--- src/rtl/mbox_pkg.sv ---
package mbox_pkg;
   typedef enum logic [1:0] {
      LOC_NONE = 2'd0,
      LOC_IDX  = 2'd1,
      LOC_DAT  = 2'd2
   } loc_e;
endpackage

--- src/rtl/mbox_decode.sv ---
module mbox_decode
   import mbox_pkg::*;
#(
   parameter int AW      = 3,
   parameter int IDX_OFS = 0,
   parameter int DAT_OFS = 4
) (
   input  logic [AW-1:0] addr,
   output loc_e          loc
);
   localparam logic [AW-1:0] A_IDX = AW'(IDX_OFS);
   localparam logic [AW-1:0] A_DAT = AW'(DAT_OFS);

   always_comb begin
      if (addr == A_IDX)      loc = LOC_IDX;
      else if (addr == A_DAT) loc = LOC_DAT;
      else                    loc = LOC_NONE;
   end
endmodule

--- src/rtl/mbox_ctrl.sv ---
module mbox_ctrl #(
   parameter int DW = 8,
   parameter int IW = 7
) (
   input  logic          clk,
   input  logic          rst_n,
   input  logic          wr_idx,
   input  logic          wr_dat,
   input  logic [DW-1:0] wdata,
   input  logic          rsp_valid,
   input  logic [IW-1:0] rsp_idx,
   input  logic [DW-1:0] rsp_data,
   output logic [IW-1:0] idx_q,
   output logic          pend_q,
   output logic          we_q,
   output logic [DW-1:0] wd_q,
   output logic          rdy_q,
   output logic [DW-1:0] stage_q
);
   logic rsp_hit;

   assign rsp_hit = rsp_valid && pend_q && (rsp_idx == idx_q);

   always_ff @(posedge clk) begin
      if (!rst_n) begin
         idx_q   <= '0;
         pend_q  <= 1'b0;
         we_q    <= 1'b0;
         wd_q    <= '0;
         rdy_q   <= 1'b0;
         stage_q <= '0;
      end else if (wr_idx) begin
         idx_q  <= wdata[IW-1:0];
         pend_q <= 1'b1;
         we_q   <= 1'b0;
         rdy_q  <= 1'b0;
      end else if (wr_dat) begin
         pend_q <= 1'b1;
         we_q   <= 1'b1;
         wd_q   <= wdata;
         rdy_q  <= 1'b0;
      end else if (rsp_hit) begin
         pend_q  <= 1'b0;
         rdy_q   <= 1'b1;
         stage_q <= we_q ? wd_q : rsp_data;
      end
   end
endmodule

--- src/rtl/mbox_port.sv ---
module mbox_port
   import mbox_pkg::*;
#(
   parameter int DW      = 8,
   parameter int IW      = 7,
   parameter int AW      = 3,
   parameter int IDX_OFS = 0,
   parameter int DAT_OFS = 4
) (
   input  logic          clk,
   input  logic          rst_n,
   input  logic          hst_en,
   input  logic          hst_we,
   input  logic [AW-1:0] hst_addr,
   input  logic [DW-1:0] hst_wdata,
   output logic [DW-1:0] hst_rdata,
   output logic          in_req,
   output logic          in_we,
   output logic [IW-1:0] in_idx,
   output logic [DW-1:0] in_wdata,
   input  logic          in_rsp_valid,
   input  logic [IW-1:0] in_rsp_idx,
   input  logic [DW-1:0] in_rsp_data
);
   localparam int PAD_W = DW - IW - 1;

   generate
      if (IW + 1 > DW) begin : g_bad_width
         $error("mbox_port: index plus ready flag must fit in DW");
      end
      if (IDX_OFS == DAT_OFS) begin : g_bad_ofs
         $error("mbox_port: index and data offsets must differ");
      end
      if (IDX_OFS >= (1 << AW) || DAT_OFS >= (1 << AW)) begin : g_bad_aw
         $error("mbox_port: offsets must fit in AW bits");
      end
   endgenerate

   loc_e          loc;
   logic          wr_idx, wr_dat, rd_en;
   logic [IW-1:0] idx_q;
   logic          pend_q, we_q, rdy_q;
   logic [DW-1:0] wd_q, stage_q, status;

   mbox_decode #(.AW(AW), .IDX_OFS(IDX_OFS), .DAT_OFS(DAT_OFS)) u_dec (
      .addr (hst_addr),
      .loc  (loc)
   );

   assign wr_idx = hst_en && hst_we && (loc == LOC_IDX);
   assign wr_dat = hst_en && hst_we && (loc == LOC_DAT);
   assign rd_en  = hst_en && !hst_we;

   mbox_ctrl #(.DW(DW), .IW(IW)) u_ctrl (
      .clk       (clk),
      .rst_n     (rst_n),
      .wr_idx    (wr_idx),
      .wr_dat    (wr_dat),
      .wdata     (hst_wdata),
      .rsp_valid (in_rsp_valid),
      .rsp_idx   (in_rsp_idx),
      .rsp_data  (in_rsp_data),
      .idx_q     (idx_q),
      .pend_q    (pend_q),
      .we_q      (we_q),
      .wd_q      (wd_q),
      .rdy_q     (rdy_q),
      .stage_q   (stage_q)
   );

   // ready flag sits just above the index; any spare bits read as zero
   generate
      if (PAD_W > 0) begin : g_pad
         assign status = {{PAD_W{1'b0}}, rdy_q, idx_q};
      end else begin : g_nopad
         assign status = {rdy_q, idx_q};
      end
   endgenerate

   always_comb begin
      hst_rdata = '0;
      if (rd_en) begin
         unique case (loc)
            LOC_IDX: hst_rdata = status;
            LOC_DAT: hst_rdata = stage_q;
            default: hst_rdata = '0;
         endcase
      end
   end

   assign in_req   = pend_q;
   assign in_we    = we_q;
   assign in_idx   = idx_q;
   assign in_wdata = wd_q;
endmodule

--- config.mk ---
export PLATFORM = sky130hd
export DESIGN_NAME = mbox_port
export DESIGN_NICKNAME = d
export VERILOG_FILES = /design/src/rtl/mbox_pkg.sv /design/src/rtl/mbox_decode.sv /design/src/rtl/mbox_ctrl.sv /design/src/rtl/mbox_port.sv
export SDC_FILE = /design/constraint.sdc
export NUM_CORES = 1
export LEC_CHECK = 0
export CAP_MARGIN = 20
export CORE_MARGIN = 2
export CORE_UTILIZATION = 45
export CTS_CLUSTER_DIAMETER = 120
export DETAILED_ROUTE_END_ITERATION = 10
export GPL_TIMING_DRIVEN = 0
export PLACE_DENSITY = 0.86
export SYNTH_ARGS = -nofsm -noshare
export SYNTH_HDL_FRONTEND = slang
export SYNTH_SLANG_ARGS = --single-unit
--- constraint.sdc ---
create_clock -name clk -period 2.55 [get_ports clk]
set_clock_uncertainty 0.15 [all_clocks]
set_input_delay 0.3825 -clock clk [delete_from_list [all_inputs] [get_ports clk]]
set_output_delay 0.3825 -clock clk [all_outputs]
set_load 0.02 [all_outputs]
# After elaboration in Yosys (flattened, before gate mapping)
# Index checks and enable logic that the tools add are counted.
[word_totals]
ff_bits = 26
input_bits = 31
out_inout_bits = 25
word_cells = 34
[op_classes]
eq_ne = 4
mux = 8
bitwise = 3
n_reduce_logical = 13
[ops]
columns = ["op", "n"]
rows = [
  ["$mux W8", 2],
  ["$pmux W8 S2", 1],
  ["$eq A7 B7 Y1", 1],
  ["$logic_and A1 B1 Y1", 6],
  ["$mux W2", 2],
  ["$eq A3 B3 Y1 const B", 1],
  ["$logic_not A3 Y1", 1],
  ["$mux W1", 3],
  ["$not A1 Y1", 3],
  ["$reduce_and A3 Y1", 1],
  ["$reduce_bool A3 Y1", 1],
  ["$reduce_or A3 Y1", 1],
  ["$eq A2 B1 Y1 const B", 1],
  ["$eq A2 B2 Y1 const B", 1],
  ["$reduce_and A2 Y1", 1],
  ["$reduce_or A2 Y1", 1],
  ["$logic_not A1 Y1", 1],
]

# Depth between registers and ports, before layout
# Gate-level depths: netlist of the first run.
[logic_depth]
word_depth = 7
mapped_depth = 4

# By module
# Synthesis of the first run repeated with hierarchy kept, for this count alone.
[hier_totals]
hier_cells = 140
area_unflattened_um2 = 1337.5
[by_module_without_submodules]
columns = ["mod", "n_inst", "cells_per_inst", "area_each_um2", "seq_area_each_um2"]
rows = [
  ["mbox_ctrl", 1, 111, 1137.3, 520.5],
  ["mbox_port", 1, 27, 177.7, 0.0],
  ["mbox_decode", 1, 2, 22.5, 0.0],
]

# Worst setup path before layout of the first run
# OpenSTA, ideal clock, no wires.
[synth_path]
kind = "input-to-output"
startpoint = "input port hst_addr[1]"
endpoint = "output port hst_rdata[0]"
arrival_ns = 1.378
setup_slack_ns = 0.640
path_stages = 3
n_path_buf = 1
cell_sequence = "or4b_1 clkbuf_1 nor2_1"
[synth_between]
elab_chain_len = 6
elab_cells_between_ends = 8
cone_classes = "eq/ne (3); mux (4); reduce/logical (1)"
[synth_lines]
columns = ["element", "line_no", "rtl"]
rows = [
  ["start, declared", "mbox_port.sv:14", "input logic [AW-1:0] hst_addr,"],
  ["$eq A3 B3 Y1", "mbox_decode.sv:16", "else if (addr == A_DAT) loc = LOC_DAT;"],
  ["$mux W2", "mbox_decode.sv:16", ""],
  ["$mux W2 (*)", "mbox_decode.sv:15", "if (addr == A_IDX) loc = LOC_IDX;"],
  ["$eq A2 B2 Y1 / $eq A2 B1 Y1 (equally long branches)", "mbox_port.sv:83", "unique case (loc)"],
  ["$pmux W8 S2 (*)", "mbox_port.sv:83", ""],
  ["$mux W8 (*)", "mbox_port.sv:82", "if (rd_en) begin"],
  ["end, declared", "mbox_port.sv:16", "output logic [DW-1:0] hst_rdata,"],
]
# Every way passes the cells marked *; elsewhere a longest branch is shown, timed or not.

# Worst setup path in the final report of the first run
[layout_path]
startpoint = "input port hst_addr[1]"
endpoint = "output port hst_rdata[1]"
# Same word-level chain as after synthesis.

==> impl_results.md, run 1 <==
* CP Cell Sequence: clkdlybuf4s50_1 > or4b_4 > nor2_1 > dlygate4sd2_1
* HP Start: u_ctrl.stage_q[4]
* Hold_buf cts at 0
* Initial antenna violation count at 0
* Setup TNS at 0 ns
* WL/cell at 15.8 um
* Seq. cell area at 520 um2
* Post-route cell area at 1960 um2
* Clock Sinks at 26
* Period utilization at 98.2%
* Area growth, synth to finish at 46.6%
* Slowest CP cell: or4b_4
* RR Startpoint: u_ctrl.idx_q[6]
* Synth Area per Inst at 9.40 um2
* Met2 global-route usage at 38.8%
* CP required at 2.02 ns
* Fin nets at 231
* Post-synthesis cell count at 142
* Largest net degree at the start of global routing at 16
* Deepest clock path buffer count at 2
* Post-CTS Setup Inserts at 0
* Final ANT Viol Nets at 0
* Hold depth at 2
* Post-Syn Area at 1340 um2
* Seq/Total Area, Yosys at 39.0%
* Synth cell types at 21
* Remaining DRCs at 0
* Crit path DAT at 1.97 ns
* Multi-input gate area at 786 um2
* Finish-stage setup viols at 0
* Post-DP HPWL at 2830 um
* Gr usage total at 22.7%
* R2R setup slack at 0.91 ns
* Max Cap Viol at 0
* Row cnt at 19
* TritonCTS buffer count at 3
* Htree depth at 1
* CP Max Fanout at 8
* Run status: complete, no violations
* Ant diodes at 0
* Root Buffer: clkbuf_4
* Final Max Tran Viols at 0
* CTS tree: built
* Vias in the first global route at 1,260
* Slew @ Worst Pin at 0.468 ns
* Worst hold-check path type: reg2reg
* CP peak stage delay at 0.63 ns
* Avg Vias per Cell at 5.23
* Routability cong. at 0.784
* Reg2reg path depth at 4
* Worst-skew pair later-pin latency at 0.34 ns
* Post-DP Area at 1910 um2
* Die area at 3420 um2
* Global route hottest layer: met2
* Met1 Usage GRT at 29.0%
* Utilization after layout at 70.4%
* Hold EP: u_ctrl.stage_q[4]
* Num ports at 56
* Die Y at 58.5 um
* Starting DRT DRC Count at 34
* Max VDD drop at 368 uV
* Highest clock rate at 0.399 GHz
* Pleak at 0.000819 uW
* Die Span X at 58.5 um
* Post-CTS sizing at 9
* RSZ-0062 raised after global routing: false
* Met3 GRT Util at 3.52%
* Reg2reg end: u_ctrl.stage_q[6]
* Initial Util at 48.0%
* Port bufs at 54
* Worst setup EP type: output pin
* Total power at 827 uW
* Detailed-route via count at 1,202
* Final count of hold timing violations at 0
* Core Region at 2780 um2
* Congestion Overflow GR at 0
* YS warnings at 0
* Number of synthesized register bits at 26
* Power per cell area at 423 nW/um2
* Syn_nets at 173
* Fillcell total at 229
* Min Clock Period, post-route at 2.50 ns
* Clk pin slew, worst setup/hold paths at 0.14 ns
* Worst rel slew slack at 68.7%
* Routed WL at 3630 um
* First-pass GRT wire length at 5910 um
* Critical path class: in2out
* Share of layout cells above drive strength 1 at 5.53%
* Setup crit start kind: primary input
* DR pass1 iterations at 4
kinds of logic (layout without fill, tap and decap cells):
group | Yosys count | in the layout | share of synthesized area, %
multiplexers | 24 | 24 | 18.0
AO/OA/AOI/OAI | 26 | 26 | 13.1
AND/OR/NAND/NOR | 51 | 51 | 22.9
buffers and inverters | 8 | 65 | 2.44
XOR/XNOR | 7 | 7 | 4.59
flip-flops | 26 | 26 | 39.0
worst max path at each step:
stage / startpoint / to / cells after the start
CTS: hst_addr[1] / hst_rdata[3] / 4
finish: hst_addr[1] / hst_rdata[1] / 4
global placement: hst_addr[1] / hst_rdata[1] / 5
floorplan: hst_addr[1] / hst_rdata[0] / 3
detailed placement: hst_addr[1] / hst_rdata[3] / 5
global route: hst_addr[1] / hst_rdata[1] / 4
layer usage:
layer	wire length, um	vias to the layer above
met1	1610	565
met5	0	-
li1	-	604
met2	1800	30
met3	173	3
met4	42	0
through the flow:
| step | instances | worst slack [ns] | hold WS (ns) |
|---|---|---|---|
| floorplan | 142 | 0.640 | 0.288 |
| global placement | 227 | -0.323 | 0.295 |
| detailed placement | 227 | -0.391 | 0.306 |
| CTS | 230 | 0.0574 | 0.325 |
| global route | 230 | 0.00519 | 0.345 |
| finish | 230 | 0.0467 | 0.326 |
report_power, final:
part / internal (uW) / switching [uW]
combinational: 67.8 / 49.8
sequential: 410 / 4.16
clock: 159 / 136
total: 637 / 190
critical path: cells and delay by family:
kind,cells,cell delay (ns)
buf+inv,2,0.82
simple gates,2,0.77
cell type report:
class | instances | area share (%)
Multi-Input combinational cell | 108 | 40.2
Timing Repair Buffer | 54 | 27.1
Sequential cell | 26 | 26.6
Tap cell | 31 | 1.98
Clock inverter | 1 | 1.53
Buffer | 7 | 1.47
Clock buffer | 3 | 1.15
layout by cell type (no fill, tap or decap), drive strengths merged, types with 9 or more instances in the layout:
cell type	n
nor2	10
a21boi	9
clkdlybuf4s50	46
dfxtp	26
mux2i	24
nand2	19
cells in the mapped netlist:
cell type   n  area, um2
and4bb_1    1       12.5
o21a_1      1       7.51
a21boi_1    1       7.51
dfxtp_1    26        521
nand4bb_1   1       11.3
buf_2       2       10.0
a21oi_1     1       5.00
o211ai_1    8       60.1
xor2_1      7       61.3
nor4_4      2       42.5
mux2i_1    24        240
nand3_4     1       17.5
clkbuf_1    6       22.5
nand2b_1    8       50.1
nor2_1     10       37.5
nand2_1    18       67.6
or4b_1      1       10.0
o21ai_0     7       35.0
nand2_2     1       6.26
a21boi_0    8       60.1
nor2b_1     8       50.1
flip-flops by register name, indices dropped and copies added (netlist names):
| name | count |
|---|---|
| u_ctrl.idx_q | 7 |
| u_ctrl.wd_q | 8 |
| u_ctrl.rdy_q | 1 |
| u_ctrl.we_q | 1 |
| u_ctrl.pend_q | 1 |
| u_ctrl.stage_q | 8 |
No activity file was read; power rests on OpenSTA's default activity.
==> run 2: changes to the inputs <==
==> constraint.sdc (replaced) <==
create_clock -name clk -period 2.55 [get_ports clk]
set_clock_uncertainty 0.15 [all_clocks]
set_input_delay 0.3825 -clock clk [delete_from_list [all_inputs] [get_ports clk]]
set_output_delay 0.3825 -clock clk [all_outputs]
set_load 0.005 [all_outputs]
==> run 2 against run 1 <==
Sequential share of layout area fell by 0.12 points. Clock power about the same. Combinational power decreased by 6%. Flip-flop and latch count stayed put. Worst hold slack barely moved. Total power shrank 0.74%. First-iteration DRC count shrank 24%. Via count is essentially flat. Critical endpoint is now hst_rdata[3]. Highest routed layer unchanged.
==> impl_results.md, run 2 (synthesis results as in run 1) <==
* Run status: complete, no violations
* Critical path class: in2out
* Fin nets at 231 (unchanged)
* Avg Vias per Cell at 5.22 (about the same)
* Gr usage total at 22.7% (unchanged)
* Initial Util at 48.0% (unchanged)
* Seq. cell area at 520 um2 (unchanged)
* Worst-skew pair later-pin latency at 0.34 ns (about the same)
* CP required at 2.02 ns (about the same)
* First-pass GRT wire length at 5910 um (unchanged)
* Top flop regs: u_ctrl.stage_q: 8 flops, u_ctrl.wd_q: 8 flops, u_ctrl.idx_q: 7 flops
* Vias in the first global route at 1,259 (-0.079%)
* Row cnt at 19 (unchanged)
* Period utilization at 96.5% (-1.6 points)
* RR Startpoint: u_ctrl.idx_q[6]
* Num ports at 56 (unchanged)
* Slew @ Worst Pin at 0.465 ns (-0.00314 ns)
* Congestion Overflow GR at 0 (unchanged)
* DP Worst Slack at -0.288 ns (+0.103 ns)
* Final count of hold timing violations at 0 (unchanged)
* Deepest clock path buffer count at 2 (unchanged)
* Clock Sinks at 26 (unchanged)
* Sw Ratio at 22.7% (-0.29 points)
* Htree depth at 1 (unchanged)
* Pleak at 0.000799 uW (-2.4%)
* CP Cell Sequence: dlygate4sd2_1 > or4b_4 > nor2_2 > clkdlybuf4s50_1
* Worst hold-check path type: reg2reg
* Final Max Tran Viols at 0 (unchanged)
* Int Pwr at 635 uW (-0.37%)
* Share of layout cells above drive strength 1 at 7.04% (+1.5 points)
* Reg power frac at 50.5% (+0.4 points)
* CP Max Fanout at 8 (unchanged)
* CP peak stage delay at 0.63 ns (about the same)
* CTS tree: built
* Root Buffer: clkbuf_4
* Comb pwr share at 13.5% (-0.7 points)
* Worst rel slew slack at 68.9% (+0.21 points)
* Switching power total at 186 uW (-2.0%)
* Max Cap Viol at 0 (unchanged)
* Utilization after layout at 70.7% (+0.31 points)
* Post-route cell area at 1970 um2 (+0.45%)
* Fillcell total at 230 (+0.44%)
* Die area at 3420 um2 (unchanged)
* Area growth, synth to finish at 47.2%
* Remaining DRCs at 0 (unchanged)
* Post-DP HPWL at 2830 um (unchanged)
* Setup ws final at 0.0880 ns (+0.0413 ns)
* RSZ-0062 raised after global routing: false
* Clock power share at 36.0% (+0.3 points)
* Multi-input gate area at 793 um2 (+0.96%)
* Clk pin slew, worst setup/hold paths at 0.14 ns (about the same)
* Die Y at 58.5 um (unchanged)
* Crit path DAT at 1.93 ns (-0.04 ns)
* Routed WL at 3640 um (+0.25%)
* DR pass1 iterations at 4 (unchanged)
* Min Clock Period, post-route at 2.46 ns (-0.0413 ns)
* WL/cell at 15.8 um (+0.25%)
* Highest clock rate at 0.406 GHz (+1.7%)
* Worst setup EP type: output pin
* Max VDD drop at 367 uV (-0.41%)
* Total power at 821 uW (-0.74%)
* Port bufs at 54 (unchanged)
* Largest net degree at the start of global routing at 16 (unchanged)
* Setup TNS at 0 ns (unchanged)
* Most frequent cells in the layout: 47 x clkdlybuf4s50_1, 26 x dfxtp_1, 24 x mux2i_1
* Setup crit start kind: primary input
* Post-CTS Setup Inserts at 0 (unchanged)
* Power per cell area at 418 nW/um2 (-1.2%)
* Die Span X at 58.5 um (unchanged)
* Post-DP Area at 1910 um2 (unchanged)
* Starting DRT DRC Count at 26 (-24%)
* HP Start: u_ctrl.stage_q[4]
* Slowest CP cell: or4b_4
* Core Region at 2780 um2 (unchanged)
* Commonest non-fill, non-tap cell in the layout: clkdlybuf4s50_1
* Final ANT Viol Nets at 0 (unchanged)
* Crit path from: hst_we
* TritonCTS buffer count at 3 (unchanged)
* Detailed-route via count at 1,201 (-0.083%)
* Routability cong. at 0.784 (unchanged)
* Finish-stage setup viols at 0 (unchanged)
* Ant diodes at 0 (unchanged)
* Initial antenna violation count at 0 (unchanged)
==> run 2: worst max-delay path, delay by kind of cell <==
| kind | cells | cell delay (ns) |
|---|---|---|
| AND/OR/NAND/NOR | 2 | 0.78 |
| buffers and inverters | 2 | 0.78 |
==> run 2: what timing repair did <==
| action | in CTS | in global routing |
|---|---|---|
| endpoints found under the hold margin | 0 | 0 |
| hold buffers | 0 | 0 |
| resized for setup | 11 | 0 |
| setup endpoints to repair | 8 | 0 |
==> run 2: metal layers <==
layer	GRT usage [%]	up-vias	wire length, um
met5	0	-	0
met1	29.0	563	1610
li1	-	603	-
met4	6.98	0	42
met2	39.3	32	1820
met3	3.30	3	174
==> run 2: area by class of cell <==
cell class | count | share of cell area [%]
multi-input cells | 108 | 40.4
repair buffers | 54 | 27.1
flip-flops and latches | 26 | 26.5
well taps | 31 | 1.97
clock inverters | 1 | 1.53
plain buffers | 7 | 1.46
clock buffers | 3 | 1.15
==> run 2: path summary, 6_finish.rpt <==
| check | to | slack (ns) | cells after the start |
|---|---|---|---|
| max | hst_rdata[3] | 0.09 | 4 |
| min | u_ctrl.stage_q[4] | 0.33 | 2 |
| max reg2reg | u_ctrl.stage_q[6] | 0.91 | 4 |
| min reg2reg | u_ctrl.stage_q[4] | 0.33 | 2 |
==> run 2: metrics by stage <==
stage          hold WS (ns)  std cells
6_report              0.326        230
5_1_grt               0.345        230
4_1_cts               0.325        230
3_5_place_dp          0.306        227
3_3_place_gp          0.295        227
2_1_floorplan         0.288        142
==> run 2: power groups by stage <==
stage          Clock (uW)  Sequential, uW  Combinational, uW
3_3_place_gp            0             423                109
4_1_cts               301             415                111
5_1_grt               313             415                118
6_report              296             415                111
2_1_floorplan           0             423               43.6
3_5_place_dp            0             423                112
